--- src/rtl/cdf_pkg.sv ---
package cdf_pkg;

   // Width needed to hold a count from 0 to depth inclusive.
   function automatic int cnt_width(input int depth);
      return $clog2(depth + 1);
   endfunction

   // Flag positions above the count field, as offsets from CNT_W.
   localparam int OFS_RX_HALF  = 0;
   localparam int OFS_FULL     = 1;
   localparam int OFS_LAST     = 2;
   localparam int OFS_EMPTY    = 3;
   localparam int OFS_TX_HALF  = 4;
   localparam int OFS_RX_AVAIL = 5;
   localparam int OFS_TX_AVAIL = 6;
   localparam int NUM_FLAGS    = 7;

   typedef enum logic {
      DIR_RX = 1'b0,
      DIR_TX = 1'b1
   } cdf_dir_e;

endpackage

--- src/rtl/cdf_store.sv ---
module cdf_store #(
   parameter int DW    = 8,
   parameter int DEPTH = 64,
   parameter int CNT_W = 7
) (
   input  logic             clk,
   input  logic             rst_n,
   input  logic             flush,
   input  logic             push,
   input  logic             pop,
   input  logic [DW-1:0]    wdata,
   output logic [DW-1:0]    rdata,
   output logic             push_ok,
   output logic             pop_ok,
   output logic [CNT_W-1:0] count_nxt
);

   localparam int  AW       = (DEPTH > 1) ? $clog2(DEPTH) : 1;
   localparam bit  POW2     = ((DEPTH & (DEPTH - 1)) == 0);
   localparam logic [CNT_W-1:0] CNT_MAX = CNT_W'(DEPTH);
   localparam logic [AW-1:0]    PTR_LAST = AW'(DEPTH - 1);

   logic [DW-1:0]    mem [DEPTH];
   logic [AW-1:0]    wp, rp, wp_inc, rp_inc;
   logic [CNT_W-1:0] cnt_q;
   logic             is_full, is_empty;

   assign is_full  = (cnt_q == CNT_MAX);
   assign is_empty = (cnt_q == '0);
   assign push_ok  = push & (~is_full | pop) & ~flush;
   assign pop_ok   = pop & ~is_empty & ~flush;

   generate
      if (POW2) begin : g_wrap_nat
         assign wp_inc = wp + 1'b1;
         assign rp_inc = rp + 1'b1;
      end else begin : g_wrap_cmp
         assign wp_inc = (wp == PTR_LAST) ? '0 : wp + 1'b1;
         assign rp_inc = (rp == PTR_LAST) ? '0 : rp + 1'b1;
      end
   endgenerate

   always_comb begin
      if (flush) begin
         count_nxt = '0;
      end else begin
         case ({push_ok, pop_ok})
            2'b10:   count_nxt = cnt_q + 1'b1;
            2'b01:   count_nxt = cnt_q - 1'b1;
            default: count_nxt = cnt_q;
         endcase
      end
   end

   always_ff @(posedge clk or negedge rst_n) begin
      if (!rst_n) begin
         wp    <= '0;
         rp    <= '0;
         cnt_q <= '0;
      end else if (flush) begin
         wp    <= '0;
         rp    <= '0;
         cnt_q <= '0;
      end else begin
         if (push_ok) wp <= wp_inc;
         if (pop_ok)  rp <= rp_inc;
         cnt_q <= count_nxt;
      end
   end

   always_ff @(posedge clk) begin
      if (push_ok) mem[wp] <= wdata;
   end

   assign rdata = mem[rp];

   AST_NO_OVERFLOW: assert property (@(posedge clk) disable iff (!rst_n)
      cnt_q <= CNT_MAX);
   AST_BOTH_STEADY: assert property (@(posedge clk) disable iff (!rst_n)
      (push_ok && pop_ok) |=> $stable(cnt_q));
   AST_FULL_HOLD: assert property (@(posedge clk) disable iff (!rst_n)
      (is_full && push && !pop && !flush) |=> (cnt_q == CNT_MAX));
   AST_EMPTY_HOLD: assert property (@(posedge clk) disable iff (!rst_n)
      (is_empty && pop && !push && !flush) |=> (cnt_q == '0));
   AST_FLUSH_ZERO: assert property (@(posedge clk) disable iff (!rst_n)
      flush |=> (cnt_q == '0));

endmodule

--- src/rtl/cdf_lastdet.sv ---
module cdf_lastdet #(
   parameter int LEN_W = 16
) (
   input  logic             clk,
   input  logic             rst_n,
   input  logic             start,
   input  logic [LEN_W-1:0] len,
   input  logic             rx_push,
   output logic             last_nxt,
   output logic             last_q
);

   logic [LEN_W-1:0] len_q, bcnt_q, bcnt_inc;
   logic             hit;

   assign bcnt_inc = bcnt_q + 1'b1;
   assign hit      = rx_push && (len_q != '0) && (bcnt_inc == len_q);

   always_comb begin
      if (start)       last_nxt = 1'b0;
      else if (last_q) last_nxt = 1'b1;
      else             last_nxt = hit;
   end

   always_ff @(posedge clk or negedge rst_n) begin
      if (!rst_n) begin
         len_q  <= '0;
         bcnt_q <= '0;
         last_q <= 1'b0;
      end else begin
         last_q <= last_nxt;
         if (start) begin
            len_q  <= len;
            bcnt_q <= '0;
         end else if (rx_push && (bcnt_q != '1)) begin
            bcnt_q <= bcnt_inc;
         end
      end
   end

   AST_LAST_STICKY: assert property (@(posedge clk) disable iff (!rst_n)
      (last_q && !start) |=> last_q);
   AST_START_CLEAR: assert property (@(posedge clk) disable iff (!rst_n)
      start |=> !last_q);

endmodule

--- src/rtl/cdf_status.sv ---
module cdf_status
   import cdf_pkg::*;
#(
   parameter int DEPTH       = 64,
   parameter int CNT_W       = 7,
   parameter int TX_HALF_MAX = 32,
   parameter int RX_HALF_MIN = 32,
   localparam int STAT_W     = CNT_W + NUM_FLAGS
) (
   input  logic              clk,
   input  logic              rst_n,
   input  logic              dir_tx,
   input  logic [CNT_W-1:0]  count_nxt,
   input  logic              last_nxt,
   output logic [STAT_W-1:0] status
);

   localparam logic [CNT_W-1:0] CNT_MAX = CNT_W'(DEPTH);
   localparam logic [CNT_W-1:0] TXH     = CNT_W'(TX_HALF_MAX);
   localparam logic [CNT_W-1:0] RXH     = CNT_W'(RX_HALF_MIN);

   logic [NUM_FLAGS-1:0] flags;

   always_comb begin
      flags = '0;
      flags[OFS_RX_HALF]  = (count_nxt >= RXH);
      flags[OFS_FULL]     = (count_nxt == CNT_MAX);
      flags[OFS_LAST]     = last_nxt;
      flags[OFS_EMPTY]    = (count_nxt == '0);
      flags[OFS_TX_HALF]  = (count_nxt <= TXH);
      flags[OFS_RX_AVAIL] = (dir_tx == DIR_RX) && (count_nxt != '0);
      flags[OFS_TX_AVAIL] = (dir_tx == DIR_TX) && (count_nxt != CNT_MAX);
   end

   always_ff @(posedge clk or negedge rst_n) begin
      if (!rst_n) status <= '0;
      else        status <= {flags, count_nxt};
   end

   AST_AVAIL_EXCL: assert property (@(posedge clk) disable iff (!rst_n)
      $onehot0({status[CNT_W+OFS_TX_AVAIL], status[CNT_W+OFS_RX_AVAIL]}));
   AST_EMPTY_FULL: assert property (@(posedge clk) disable iff (!rst_n)
      !(status[CNT_W+OFS_EMPTY] && status[CNT_W+OFS_FULL]));

endmodule

--- src/rtl/card_data_fifo.sv ---
module card_data_fifo
   import cdf_pkg::*;
#(
   parameter int DW          = 8,
   parameter int DEPTH       = 64,
   parameter int LEN_W       = 16,
   parameter int TX_HALF_MAX = DEPTH / 2,
   parameter int RX_HALF_MIN = DEPTH / 2,
   localparam int CNT_W      = cnt_width(DEPTH),
   localparam int STAT_W     = CNT_W + NUM_FLAGS
) (
   input  logic              clk,
   input  logic              rst_n,
   input  logic              dir_tx,
   input  logic              dma_en,
   input  logic              flush,
   input  logic              start,
   input  logic [LEN_W-1:0]  xfer_len,
   input  logic              bus_wr,
   input  logic [DW-1:0]     bus_wdata,
   input  logic              bus_rd,
   output logic [DW-1:0]     bus_rdata,
   input  logic              card_wr,
   input  logic [DW-1:0]     card_wdata,
   input  logic              card_rd,
   output logic [DW-1:0]     card_rdata,
   output logic [STAT_W-1:0] status,
   output logic              dma_req
);

   generate
      if (DEPTH < 2)
         $error("DEPTH must be at least 2");
      if (DW < 1)
         $error("DW must be at least 1");
      if (LEN_W < 1)
         $error("LEN_W must be at least 1");
      if (TX_HALF_MAX < 0 || TX_HALF_MAX > DEPTH)
         $error("TX_HALF_MAX out of range");
      if (RX_HALF_MIN < 0 || RX_HALF_MIN > DEPTH)
         $error("RX_HALF_MIN out of range");
   endgenerate

   logic             push, pop, push_ok, pop_ok, last_nxt, last_q;
   logic [DW-1:0]    wdata, head;
   logic [CNT_W-1:0] count_nxt;

   always_comb begin
      if (dir_tx == DIR_TX) begin
         push  = bus_wr;
         pop   = card_rd;
         wdata = bus_wdata;
      end else begin
         push  = card_wr;
         pop   = bus_rd;
         wdata = card_wdata;
      end
   end

   cdf_store #(.DW(DW), .DEPTH(DEPTH), .CNT_W(CNT_W)) u_store (
      .clk(clk), .rst_n(rst_n), .flush(flush), .push(push), .pop(pop),
      .wdata(wdata), .rdata(head), .push_ok(push_ok), .pop_ok(pop_ok),
      .count_nxt(count_nxt)
   );

   cdf_lastdet #(.LEN_W(LEN_W)) u_last (
      .clk(clk), .rst_n(rst_n), .start(start), .len(xfer_len),
      .rx_push(push_ok && (dir_tx == DIR_RX)),
      .last_nxt(last_nxt), .last_q(last_q)
   );

   cdf_status #(.DEPTH(DEPTH), .CNT_W(CNT_W), .TX_HALF_MAX(TX_HALF_MAX),
                .RX_HALF_MIN(RX_HALF_MIN)) u_stat (
      .clk(clk), .rst_n(rst_n), .dir_tx(dir_tx), .count_nxt(count_nxt),
      .last_nxt(last_nxt), .status(status)
   );

   assign bus_rdata  = head;
   assign card_rdata = head;
   assign dma_req    = dma_en &
                       (status[CNT_W+OFS_TX_AVAIL] | status[CNT_W+OFS_RX_AVAIL]);

   AST_DMA_GATED: assert property (@(posedge clk) disable iff (!rst_n)
      !dma_en |-> !dma_req);
   AST_LAST_MIRROR: assert property (@(posedge clk) disable iff (!rst_n)
      status[CNT_W+OFS_LAST] == last_q);

endmodule

--- config.mk ---
export PLATFORM = sky130hd
export DESIGN_NAME = card_data_fifo
export DESIGN_NICKNAME = d
export VERILOG_FILES = /design/src/rtl/cdf_pkg.sv /design/src/rtl/cdf_store.sv /design/src/rtl/cdf_lastdet.sv /design/src/rtl/cdf_status.sv /design/src/rtl/card_data_fifo.sv
export SDC_FILE = /design/constraint.sdc
export NUM_CORES = 1
export LEC_CHECK = 0
export BUFFER_PORTS_ARGS = -buffer_cell sky130_fd_sc_hd__buf_2
export CAP_MARGIN = 5
export CORE_MARGIN = 1.5
export CORE_UTILIZATION = 35
export CTS_CLUSTER_SIZE = 16
export DETAILED_ROUTE_END_ITERATION = 10
export PLACE_DENSITY = 0.54
export RECOVER_POWER = 25
export SLEW_MARGIN = 25
export SYNTH_ARGS = -nofsm -noshare
export SYNTH_HDL_FRONTEND = slang
export SYNTH_SLANG_ARGS = --single-unit
--- constraint.sdc ---
create_clock -name clk -period 4.55 [get_ports clk]
set_clock_uncertainty 0.1 [all_clocks]
set_input_delay 0.455 -clock clk [delete_from_list [all_inputs] [get_ports clk]]
set_output_delay 0.455 -clock clk [all_outputs]
set_load 0.005 [all_outputs]
==> metrics.log, run 1 <==
INFO  metric synthDistinctLibCells = 51
INFO  metric num-fill-cells = 5807
INFO  metric timing.hold.ws = 0.285 ns
INFO  metric maxSlewHeadroom = -88.0%
INFO  metric ant_nets = 0
INFO  metric crit_reg_reg_startpoint = u_store.cnt_q[1]
INFO  metric status = finished with violations
INFO  metric drt-vias-per-instance = 5.16
INFO  metric hold_class = input pin to flop
INFO  metric timing.final.hold_violations = 0
INFO  metric syn_nets = 1229
INFO  metric hold_path_startpoint = card_wr
INFO  metric num_rows = 94
INFO  metric p_leak = 8.42 nW
INFO  metric grt_antenna_before_repair = 3
INFO  metric gr-usage-met1 = 21.7%
INFO  metric postLayoutCoreUtil = 40.7%
INFO  metric worst_setup_path_start_kind = flop
INFO  metric cell_internal_pwr = 9.26 mW
INFO  metric post_synth.cell_area_avg = 19.8 um2
INFO  metric timing.reg2reg.worst_path_depth = 12
INFO  metric groute.usage.overall = 16.1%
INFO  metric num-nets-final = 1351
INFO  metric syn-cell-area = 23300 um2
INFO  metric violated_checks = max-capacitance violations, max-slew violations
INFO  metric post_synth_edffs = 512
INFO  metric clk_latency = 0.61 ns
INFO  metric worst_setup_path_end_kind = primary output
INFO  metric start_util = 35.4%
INFO  metric required = 3.99 ns
INFO  metric placedInstanceArea = 24800 um2
INFO  metric busiest_layer = met2
INFO  metric critPathMaxFanout = 23
INFO  metric ws_path_type = flop to primary output
INFO  metric timing.setup.tns = 0 ns
INFO  metric postSynth.topFlopCell = sky130_fd_sc_hd__edfxtp_1
INFO  metric dpl.cell_count = 2084
INFO  metric finalWirelength = 54000 um
INFO  metric sequentialPowerShare = 48.5%
INFO  metric grt_setup_unrepaired = false
INFO  metric final_cell_count_no_fill = 2215
INFO  metric max_freq = 0.241 GHz
INFO  metric dp_slack = 0.592 ns
INFO  metric synth-warning-count = 0
INFO  metric ys_seq_elements = 570
INFO  metric design_area = 26800 um2
INFO  metric floorplan.die.width = 261 um
INFO  metric drive_gt1_share = 28.8%
INFO  metric synth_sequential_area_ratio = 72.3%
INFO  metric drtIter0Drc = 837
INFO  metric global_route.overflow_total = 0
INFO  metric count_of_cells_resized_by_post_cts_repair = 0
INFO  metric final-setup-viol-count = 0
INFO  metric number_of_global_route_vias_before_repair = 11700
INFO  metric worst_setup_hold_path_clk_slew = 0.06 ns
INFO  metric final_period_minus_worst_setup_slack = 4.14 ns
INFO  metric gp_congestion = 0.767
INFO  metric drt_first_pass_iters = 5
INFO  metric async_flop_share = 10.2%
INFO  metric tightestPinTransition = 2.82 ns
INFO  metric route.detailed.wl_per_inst = 24.4 um
INFO  metric grt_first_pass_wirelength = 78900 um
INFO  metric finalWorstSetupSlack = 0.409 ns
INFO  metric global_route.usage.met3 = 3.44%
INFO  metric core-area = 65700 um2
INFO  metric worstReg2RegEnd = u_stat.status[7]
INFO  metric report.final.slew_viol_count = 229
INFO  metric power.combinational.fraction = 13.9%
INFO  metric portBuffers = 72
INFO  metric htreeDepth = 2
INFO  metric timing.final.crit_share = 91.0%
INFO  metric grt_max_degree = 65
INFO  metric dieHeight = 261 um
INFO  metric tritoncts = built
INFO  metric ir_drop = 264 uV
INFO  metric worst-r2r-setup-slack = 0.54 ns
INFO  metric ios = 73
INFO  metric cts-hold-fix-buffers = 18
INFO  metric grt_use_met2 = 26.8%
INFO  metric min_path_cells = 5
INFO  metric cts_buffers = 59
INFO  metric post_cts_buffers = 0
INFO  metric switching_share = 24.2%
INFO  metric dieArea = 68000 um2
INFO  metric route.vias.total = 11400
INFO  metric max_cap_violations = 5
INFO  metric area_delta_synth_final = 15.1%
INFO  metric cts_buffer_depth = 3
INFO  metric whs_endpoint = u_stat.status[9]
INFO  metric numClockSinks = 570
INFO  metric clock_power_share = 37.6%
INFO  metric power = 12.2 mW
INFO  metric p_switching = 2.96 mW
INFO  metric post-dp-hpwl = 33900 um
INFO  metric drcViolationCount = 0
INFO  metric critical_path_arrival = 3.59 ns
INFO  metric power_per_cell_area = 457 nW/um2
INFO  metric clockRootBuffer = sky130_fd_sc_hd__clkbuf_16
INFO  metric syn_inst = 1177
## placed cells by master (no fill, tap or decap), types with 13 or more instances in the layout
| cell type | count |
|---|---|
| sky130_fd_sc_hd__dlygate4sd3_1 | 18 |
| sky130_fd_sc_hd__clkbuf_1 | 24 |
| sky130_fd_sc_hd__xor2_1 | 15 |
| sky130_fd_sc_hd__nand2_1 | 25 |
| sky130_fd_sc_hd__or3_1 | 17 |
| sky130_fd_sc_hd__edfxtp_1 | 512 |
| sky130_fd_sc_hd__mux2_2 | 19 |
| sky130_fd_sc_hd__buf_4 | 39 |
| sky130_fd_sc_hd__mux4_2 | 168 |
| sky130_fd_sc_hd__buf_2 | 69 |
| sky130_fd_sc_hd__clkinv_1 | 13 |
| sky130_fd_sc_hd__nor2_1 | 96 |
| sky130_fd_sc_hd__o21ai_0 | 13 |
| sky130_fd_sc_hd__clkbuf_16 | 60 |
| sky130_fd_sc_hd__dfrtp_1 | 55 |
| sky130_fd_sc_hd__a21oi_1 | 22 |
| sky130_fd_sc_hd__xnor2_1 | 24 |
| sky130_fd_sc_hd__nand4_1 | 13 |
## how the worst max path moves through the flow
stage	startpoint	end	slack, ns	cells past startpoint
after global routing	u_store.cnt_q[1]	u_stat.status[7]	0.22	12
after CTS	u_store.rp[0]	card_rdata[4]	0.30	5
after detailed placement	dir_tx	u_stat.status[7]	0.59	12
final	u_store.rp[0]	card_rdata[5]	0.41	5
after floorplan	dir_tx	u_stat.status[7]	0.82	12
after global placement	u_store.cnt_q[1]	u_stat.status[7]	0.59	12
## synth_stat cells, types with 3 or more instances
library cell | count | area (um2)
sky130_fd_sc_hd__nor2_1 | 96 | 360
sky130_fd_sc_hd__o21ai_0 | 13 | 65.1
sky130_fd_sc_hd__o211ai_1 | 3 | 22.5
sky130_fd_sc_hd__xor2_1 | 15 | 131
sky130_fd_sc_hd__nor4_1 | 10 | 62.6
sky130_fd_sc_hd__or3_1 | 17 | 106
sky130_fd_sc_hd__nor4b_1 | 3 | 26.3
sky130_fd_sc_hd__buf_2 | 6 | 30.0
sky130_fd_sc_hd__or2_2 | 3 | 18.8
sky130_fd_sc_hd__nor3_1 | 11 | 55.1
sky130_fd_sc_hd__nand3_1 | 11 | 55.1
sky130_fd_sc_hd__mux2_2 | 26 | 293
sky130_fd_sc_hd__nand4_1 | 13 | 81.3
sky130_fd_sc_hd__or3b_2 | 3 | 26.3
sky130_fd_sc_hd__ha_1 | 9 | 113
sky130_fd_sc_hd__dfrtp_1 | 58 | 1450
sky130_fd_sc_hd__buf_1 | 11 | 41.3
sky130_fd_sc_hd__o21a_1 | 4 | 30.0
sky130_fd_sc_hd__xnor2_1 | 24 | 210
sky130_fd_sc_hd__nand2_1 | 25 | 93.8
sky130_fd_sc_hd__mux2i_1 | 6 | 60.1
sky130_fd_sc_hd__mux4_2 | 168 | 3780
sky130_fd_sc_hd__inv_1 | 7 | 26.3
sky130_fd_sc_hd__nand3b_1 | 6 | 45.0
sky130_fd_sc_hd__a21oi_1 | 22 | 110
sky130_fd_sc_hd__nor2b_1 | 6 | 37.5
sky130_fd_sc_hd__clkbuf_1 | 40 | 150
sky130_fd_sc_hd__edfxtp_1 | 512 | 15400
sky130_fd_sc_hd__buf_4 | 17 | 128
## flip-flops by register name (all words and copies together), names as in the netlist
signal / cells
u_store.cnt_q: 3
u_stat.status: 11
u_store.wp: 6
u_last.len_q: 16
u_store.mem: 512
u_store.rp: 6
u_last.bcnt_q: 16
## logic make-up after synthesis
| group | Yosys count | synth area share, % |
|---|---|---|
| AO/OA/AOI/OAI | 59 | 1.58 |
| XOR/XNOR | 39 | 1.47 |
| adder cells (fa/ha/maj) | 10 | 0.570 |
| buffers and inverters | 82 | 1.66 |
| flip-flops | 570 | 72.3 |
| multiplexers | 200 | 17.8 |
| AND/OR/NAND/NOR | 217 | 4.58 |
## cell type report
class	count	area (um2)	area share (%)
tap	864	1080	4.04
clock buffer	81	1600	5.98
antenna	3	7.51	0.0280
sequential	570	16800	62.9
inverter	7	26.3	0.0982
clock inverter	29	233	0.870
multi-input combinational	525	6040	22.6
timing repair buffer	136	937	3.50
## power by group through the flow
| stage | logic (mW) | clock network (mW) | registers [mW] |
|---|---|---|---|
| 2_1_floorplan | 1.21 | 0 | 5.96 |
| 3_3_place_gp | 1.72 | 0 | 6.04 |
| 3_5_place_dp | 1.73 | 0 | 6.04 |
| 4_1_cts | 1.74 | 4.70 | 5.94 |
| 5_1_grt | 1.83 | 4.90 | 5.95 |
| 6_report | 1.70 | 4.59 | 5.93 |
## metal layers
metal	wire [um]	up-vias
li1	-	5052
met1	23500	6069
met2	26900	243
met3	2660	71
met4	865	4
met5	23	-
## worst max-delay path, stage by stage (launching register included)
cell and delay, ns:
sky130_fd_sc_hd__dfrtp_4 0.75, sky130_fd_sc_hd__buf_4 0.36, sky130_fd_sc_hd__mux4_2 0.58, sky130_fd_sc_hd__mux4_2 0.56, sky130_fd_sc_hd__mux4_2 0.56, sky130_fd_sc_hd__buf_2 0.16
Power figures use the tool's default switching activity.
==> inputs of run 2 (changes only) <==
CTS_BUF_LIST = sky130_fd_sc_hd__clkbuf_4 sky130_fd_sc_hd__clkbuf_8 sky130_fd_sc_hd__clkbuf_16   (was not set)
==> metrics.log, run 2 (synthesis results as in run 1) <==
INFO  metric grt_max_degree = 65 (unchanged)
INFO  metric portBuffers = 72 (unchanged)
INFO  metric power_per_cell_area = 460 nW/um2 (was 457 nW/um2)
INFO  metric area_delta_synth_final = 15.4% (was 15.1%)
INFO  metric worst_setup_path_end_kind = primary output (unchanged)
INFO  metric maxSlewHeadroom = -91.1% (was -88.0%)
INFO  metric placedInstanceArea = 24800 um2 (unchanged)
INFO  metric final_cell_count_no_fill = 2214 (was 2215)
INFO  metric drive_gt1_share = 30.2% (was 28.8%)
INFO  metric timing.hold.ws = 0.287 ns (was 0.285 ns)
INFO  metric crit_reg_reg_startpoint = u_store.cnt_q[1] (unchanged)
INFO  metric global_route.overflow_total = 0 (unchanged)
INFO  metric post-dp-hpwl = 33900 um (unchanged)
INFO  metric worst_setup_hold_path_clk_slew = 0.06 ns (about the same)
INFO  metric max_freq = 0.241 GHz (about the same)
INFO  metric reg_top3 = u_store.mem (512), u_last.bcnt_q (16), u_last.len_q (16) (unchanged)
INFO  metric cts_buffers = 59 (unchanged)
INFO  metric drt_first_pass_iters = 5 (unchanged)
INFO  metric largest_register_ffs = 512 (unchanged)
INFO  metric drcViolationCount = 0 (unchanged)
INFO  metric grt_setup_unrepaired = false (unchanged)
INFO  metric required = 3.99 ns (about the same)
INFO  metric worst-r2r-setup-slack = 0.55 ns (was 0.54 ns)
INFO  metric timing.final.crit_share = 91.1% (was 91.0%)
INFO  metric dpl.cell_count = 2084 (unchanged)
INFO  metric worstReg2RegEnd = u_stat.status[7] (unchanged)
INFO  metric timing.reg2reg.worst_path_depth = 12 (unchanged)
INFO  metric num_rows = 94 (unchanged)
INFO  metric num-fill-cells = 5796 (was 5807)
INFO  metric worst_setup_path_start_kind = flop (unchanged)
INFO  metric max_cap_violations = 5 (unchanged)
INFO  metric ios = 73 (unchanged)
INFO  metric clk_latency = 0.62 ns (was 0.61 ns)
INFO  metric mostFrequentLayoutCells = sky130_fd_sc_hd__edfxtp_1, sky130_fd_sc_hd__mux4_2, sky130_fd_sc_hd__nor2_1 (unchanged)
INFO  metric layout.cells.most_common = sky130_fd_sc_hd__edfxtp_1 (unchanged)
INFO  metric groute.usage.overall = 16.1% (about the same)
INFO  metric drt-vias-per-instance = 5.15 (was 5.16)
INFO  metric grt_first_pass_wirelength = 78900 um (about the same)
INFO  metric start_util = 35.4% (unchanged)
INFO  metric status = finished with violations (unchanged)
INFO  metric final-setup-viol-count = 0 (unchanged)
INFO  metric whs_endpoint = u_stat.status[9] (unchanged)
INFO  metric num-nets-final = 1351 (unchanged)
INFO  metric dieHeight = 261 um (unchanged)
INFO  metric number_of_global_route_vias_before_repair = 11700 (about the same)
INFO  metric tightestPinTransition = 2.87 ns (was 2.82 ns)
INFO  metric timing.final.hold_violations = 0 (unchanged)
INFO  metric gp_congestion = 0.767 (unchanged)
INFO  metric min_path_cells = 5 (unchanged)
INFO  metric hold_class = input pin to flop (unchanged)
INFO  metric ws_path_type = flop to primary output (unchanged)
INFO  metric p_leak = 8.48 nW (was 8.42 nW)
INFO  metric route.vias.total = 11400 (about the same)
INFO  metric critPathMaxFanout = 23 (unchanged)
INFO  metric hold_path_startpoint = card_wr (unchanged)
INFO  metric dp_slack = 0.592 ns (unchanged)
INFO  metric floorplan.die.width = 261 um (unchanged)
INFO  metric htreeDepth = 2 (unchanged)
INFO  metric drtIter0Drc = 788 (was 837)
INFO  metric report.final.slew_viol_count = 229 (unchanged)
INFO  metric postLayoutCoreUtil = 40.8% (was 40.7%)
INFO  metric violated_checks = max-capacitance violations, max-slew violations (unchanged)
INFO  metric ir_drop = 271 uV (was 264 uV)
INFO  metric numClockSinks = 570 (unchanged)
INFO  metric final_period_minus_worst_setup_slack = 4.15 ns (was 4.14 ns)
INFO  metric route.detailed.wl_per_inst = 24.4 um (about the same)
INFO  metric core-area = 65700 um2 (unchanged)
INFO  metric tritoncts = built (unchanged)
INFO  metric timing.setup.tns = 0 ns (unchanged)
INFO  metric grt_antenna_before_repair = 2 (was 3)
INFO  metric critical_path_arrival = 3.59 ns (about the same)
INFO  metric design_area = 26800 um2 (about the same)
INFO  metric post_cts_buffers = 0 (unchanged)
INFO  metric ant_nets = 0 (unchanged)
INFO  metric finalWirelength = 54000 um (about the same)
INFO  metric cts_buffer_depth = 3 (unchanged)
INFO  metric dieArea = 68000 um2 (unchanged)
INFO  metric power = 12.3 mW (was 12.2 mW)
INFO  metric finalWorstSetupSlack = 0.403 ns (was 0.409 ns)
INFO  metric regMostFlops = u_store.mem (unchanged)
INFO  metric clockRootBuffer = sky130_fd_sc_hd__clkbuf_16 (unchanged)
[run 2: cell count changes in the layout (fill, tap and decap cells not counted)]
cell,delta
sky130_fd_sc_hd__clkbuf_1,-19
sky130_fd_sc_hd__clkbuf_4,+19
sky130_fd_sc_hd__diode_2,-1
[run 2: how the worst max path moves through the flow]
| stage | start | end | slack, ns |
|---|---|---|---|
| after global placement | u_store.cnt_q[1] | u_stat.status[7] | 0.59 |
| after CTS | u_store.rp[0] | card_rdata[4] | 0.30 |
| final | u_store.rp[0] | card_rdata[1] | 0.40 |
| after detailed placement | dir_tx | u_stat.status[7] | 0.59 |
| after floorplan | dir_tx | u_stat.status[7] | 0.82 |
| after global routing | u_store.cnt_q[1] | u_stat.status[7] | 0.22 |
[run 2: repair_timing]
action                                 4_1_cts  5_1_grt
resized for setup                            0        0
hold buffers                                18        0
endpoints found under the hold margin       44        0
[run 2: layer usage]
metal | vias up | share of wire, % | track usage [%]
met5 | - | 0.019 | 0
met4 | 2 | 1.6 | 3.50
met3 | 68 | 4.8 | 3.43
met2 | 242 | 50 | 26.8
met1 | 6042 | 44 | 21.7
li1 | 5057 | - | -
[run 2: report_power, final]
| group | total (mW) | internal (mW) | leakage, nW | switching [mW] |
|---|---|---|---|---|
| registers | 5.94 | 5.82 | 5.36 | 0.120 |
| clock network | 4.72 | 2.74 | 0.955 | 1.98 |
| logic | 1.70 | 0.827 | 2.17 | 0.871 |
[run 2: worst max-delay path: stages, from the launching register on]
cell and delay, ns:
sky130_fd_sc_hd__dfrtp_4 0.75, sky130_fd_sc_hd__buf_4 0.36, sky130_fd_sc_hd__mux4_2 0.59, sky130_fd_sc_hd__mux4_2 0.55
sky130_fd_sc_hd__mux4_2 0.57, sky130_fd_sc_hd__buf_2 0.16
[run 2: cell type report]
| class | instances | area, um2 | share of cell area (%) |
|---|---|---|---|
| Multi-Input combinational cell | 525 | 6040 | 22.5 |
| Antenna cell | 2 | 5.00 | 0.0187 |
| Inverter | 7 | 26.3 | 0.0979 |
| Clock inverter | 29 | 233 | 0.867 |
| Tap cell | 864 | 1080 | 4.03 |
| Sequential cell | 570 | 16800 | 62.7 |
| Timing Repair Buffer | 136 | 937 | 3.49 |
| Clock buffer | 81 | 1670 | 6.23 |
==> inputs of run 3 (changes only) <==
ABC_CLOCK_PERIOD_IN_PS = 4550   (was not set)
CORE_MARGIN = not set   (was 1.5)
==> metrics.log, run 3 (synthesis results as in run 1) <==
INFO  metric status = finished with violations (unchanged)
INFO  metric violated_checks = max-capacitance violations, max-slew violations (unchanged)
INFO  metric ws_path_type = flop to primary output (unchanged)
INFO  metric worst_setup_path_start_kind = flop (unchanged)
INFO  metric groute.usage.overall = 16.2% (was 16.1%)
INFO  metric dieArea = 67500 um2 (was 68000 um2)
INFO  metric clock_power_share = 38.8% (was 38.2%)
INFO  metric max_cap_violations = 5 (unchanged)
INFO  metric postLayoutCoreUtil = 40.9% (was 40.8%)
INFO  metric drtIter0Drc = 828 (was 788)
INFO  metric layout.cells.most_common = sky130_fd_sc_hd__edfxtp_1 (unchanged)
INFO  metric finalWorstSetupSlack = 0.362 ns (was 0.403 ns)
INFO  metric report.final.slew_viol_count = 230 (was 229)
INFO  metric final_period_minus_worst_setup_slack = 4.19 ns (was 4.15 ns)
INFO  metric worst_setup_hold_path_clk_slew = 0.06 ns (about the same)
INFO  metric num_rows = 94 (unchanged)
INFO  metric floorplan.die.width = 260 um (was 261 um)
INFO  metric power.combinational.fraction = 13.9% (was 13.7%)
INFO  metric critPathMaxFanout = 25 (was 23)
INFO  metric largest_register_ffs = 512 (unchanged)
INFO  metric drt_first_pass_iters = 5 (unchanged)
INFO  metric htreeDepth = 2 (unchanged)
INFO  metric core-area = 65700 um2 (unchanged)
INFO  metric switching_share = 24.4% (was 24.1%)
INFO  metric grt_first_pass_wirelength = 79400 um (was 78900 um)
INFO  metric dp_slack = 0.557 ns (was 0.592 ns)
INFO  metric min_path_cells = 5 (unchanged)
INFO  metric count_of_cells_resized_by_post_cts_repair = 0 (unchanged)
INFO  metric cell_internal_pwr = 9.45 mW (was 9.38 mW)
INFO  metric cts_buffer_depth = 3 (unchanged)
INFO  metric p_switching = 3.05 mW (was 2.97 mW)
INFO  metric drive_gt1_share = 30.0% (was 30.2%)
INFO  metric num-nets-final = 1350 (was 1351)
INFO  metric power_per_cell_area = 465 nW/um2 (was 460 nW/um2)
INFO  metric clockRootBuffer = sky130_fd_sc_hd__clkbuf_16 (unchanged)
INFO  metric dpl.cell_count = 2084 (unchanged)
INFO  metric grt_antenna_before_repair = 1 (was 2)
INFO  metric final-setup-viol-count = 0 (unchanged)
INFO  metric drt-vias-per-instance = 5.23 (was 5.15)
INFO  metric required = 3.99 ns (about the same)
INFO  metric hold_class = input pin to flop (unchanged)
INFO  metric antenna-diode-count = 0 (was 2)
INFO  metric final_cell_count_no_fill = 2210 (was 2214)
INFO  metric timing.final.crit_share = 92.1% (was 91.1%)
INFO  metric p_leak = 8.49 nW (was 8.48 nW)
INFO  metric post_cts_buffers = 0 (unchanged)
INFO  metric number_of_global_route_vias_before_repair = 11700 (about the same)
INFO  metric timing.final.hold_violations = 0 (unchanged)
INFO  metric cts_buffers = 58 (was 59)
INFO  metric power = 12.5 mW (was 12.3 mW)
INFO  metric portBuffers = 72 (unchanged)
INFO  metric gp_congestion = 0.783 (was 0.767)
INFO  metric numClockSinks = 570 (unchanged)
INFO  metric ir_drop = 277 uV (was 271 uV)
INFO  metric drcViolationCount = 0 (unchanged)
INFO  metric regMostFlops = u_store.mem (unchanged)
INFO  metric tritoncts = built (unchanged)
INFO  metric route.detailed.wl_per_inst = 24.3 um (was 24.4 um)
INFO  metric ant_nets = 0 (unchanged)
INFO  metric max_freq = 0.239 GHz (was 0.241 GHz)
INFO  metric grt_max_degree = 92 (was 65)
INFO  metric finalWirelength = 53600 um (was 54000 um)
INFO  metric route.vias.total = 11600 (was 11400)
INFO  metric ios = 73 (unchanged)
INFO  metric clk_latency = 0.63 ns (was 0.62 ns)
INFO  metric mostFrequentLayoutCells = sky130_fd_sc_hd__edfxtp_1, sky130_fd_sc_hd__mux4_2, sky130_fd_sc_hd__nor2_1 (unchanged)
INFO  metric post-dp-hpwl = 33200 um (was 33900 um)
INFO  metric start_util = 35.4% (unchanged)
INFO  metric reg_top3 = u_store.mem (512), u_last.bcnt_q (16), u_last.len_q (16) (unchanged)
INFO  metric grt_setup_unrepaired = false (unchanged)
INFO  metric cts-hold-fix-buffers = 18 (unchanged)
INFO  metric area_delta_synth_final = 15.6% (was 15.4%)
INFO  metric tightestPinTransition = 3.19 ns (was 2.87 ns)
INFO  metric dieHeight = 260 um (was 261 um)
INFO  metric maxSlewHeadroom = -113% (was -91.1%)
INFO  metric timing.reg2reg.worst_path_depth = 12 (unchanged)
INFO  metric global_route.overflow_total = 0 (unchanged)
INFO  metric timing.setup.tns = 0 ns (unchanged)
INFO  metric worst_setup_path_end_kind = primary output (unchanged)
INFO  metric critical_path_arrival = 3.63 ns (was 3.59 ns)
INFO  metric sequentialPowerShare = 47.3% (was 48.1%)
## run 3: routing by layer
metal | GRT usage, % | vias up | routed length (um)
met1 | 21.9 | 6113 | 22900
met5 | 0 | - | 0
met3 | 3.00 | 82 | 2870
met2 | 26.4 | 297 | 26500
li1 | - | 5059 | -
met4 | 5.26 | 0 | 1370
## run 3: through the flow
stage / hold WS, ns / area [um2]
final: 0.299 / 26900
after global placement: 0.439 / 24800
after detailed placement: 0.450 / 24800
after floorplan: 0.0594 / 23300
after CTS: 0.0893 / 26900
after global routing: 0.316 / 26900
## run 3: final timing paths
path / slack, ns / from / endpoint
max in group asynchronous: 3.34 / rst_n / u_store.rp[1]
worst max-delay path: 0.36 / u_store.rp[0] / card_rdata[6]
worst max register to register: 0.54 / u_store.cnt_q[1] / u_stat.status[7]
worst min register to register: 0.46 / u_last.len_q[0] / u_last.len_q[0]
worst min-delay path: 0.30 / card_wr / u_stat.status[9]
min in group asynchronous: 0.43 / rst_n / u_last.len_q[9]
## run 3: layout make-up
class,count,area (um2)
multi-input cells,525,6040
well taps,864,1080
clock inverters,43,442
clock buffers,65,1510
inverters,7,26.3
repair buffers,136,955
flip-flops and latches,570,16800
fillers,5809,38900
## run 3: power groups by stage
stage / sequential (mW) / combinational (mW) / clock [mW]
after floorplan: 5.96 / 1.21 / 0
after global routing: 5.93 / 1.88 / 5.15
after CTS: 5.91 / 1.79 / 4.96
after detailed placement: 6.02 / 1.78 / 0
final: 5.91 / 1.74 / 4.85
after global placement: 6.02 / 1.76 / 0
## run 3: worst max-delay path: stages (launching register included)
cell                      delay, ns
sky130_fd_sc_hd__dfrtp_4       0.81
sky130_fd_sc_hd__buf_4         0.32
sky130_fd_sc_hd__mux4_2        0.58
sky130_fd_sc_hd__mux4_2        0.55
sky130_fd_sc_hd__mux4_2        0.56
sky130_fd_sc_hd__buf_2         0.16
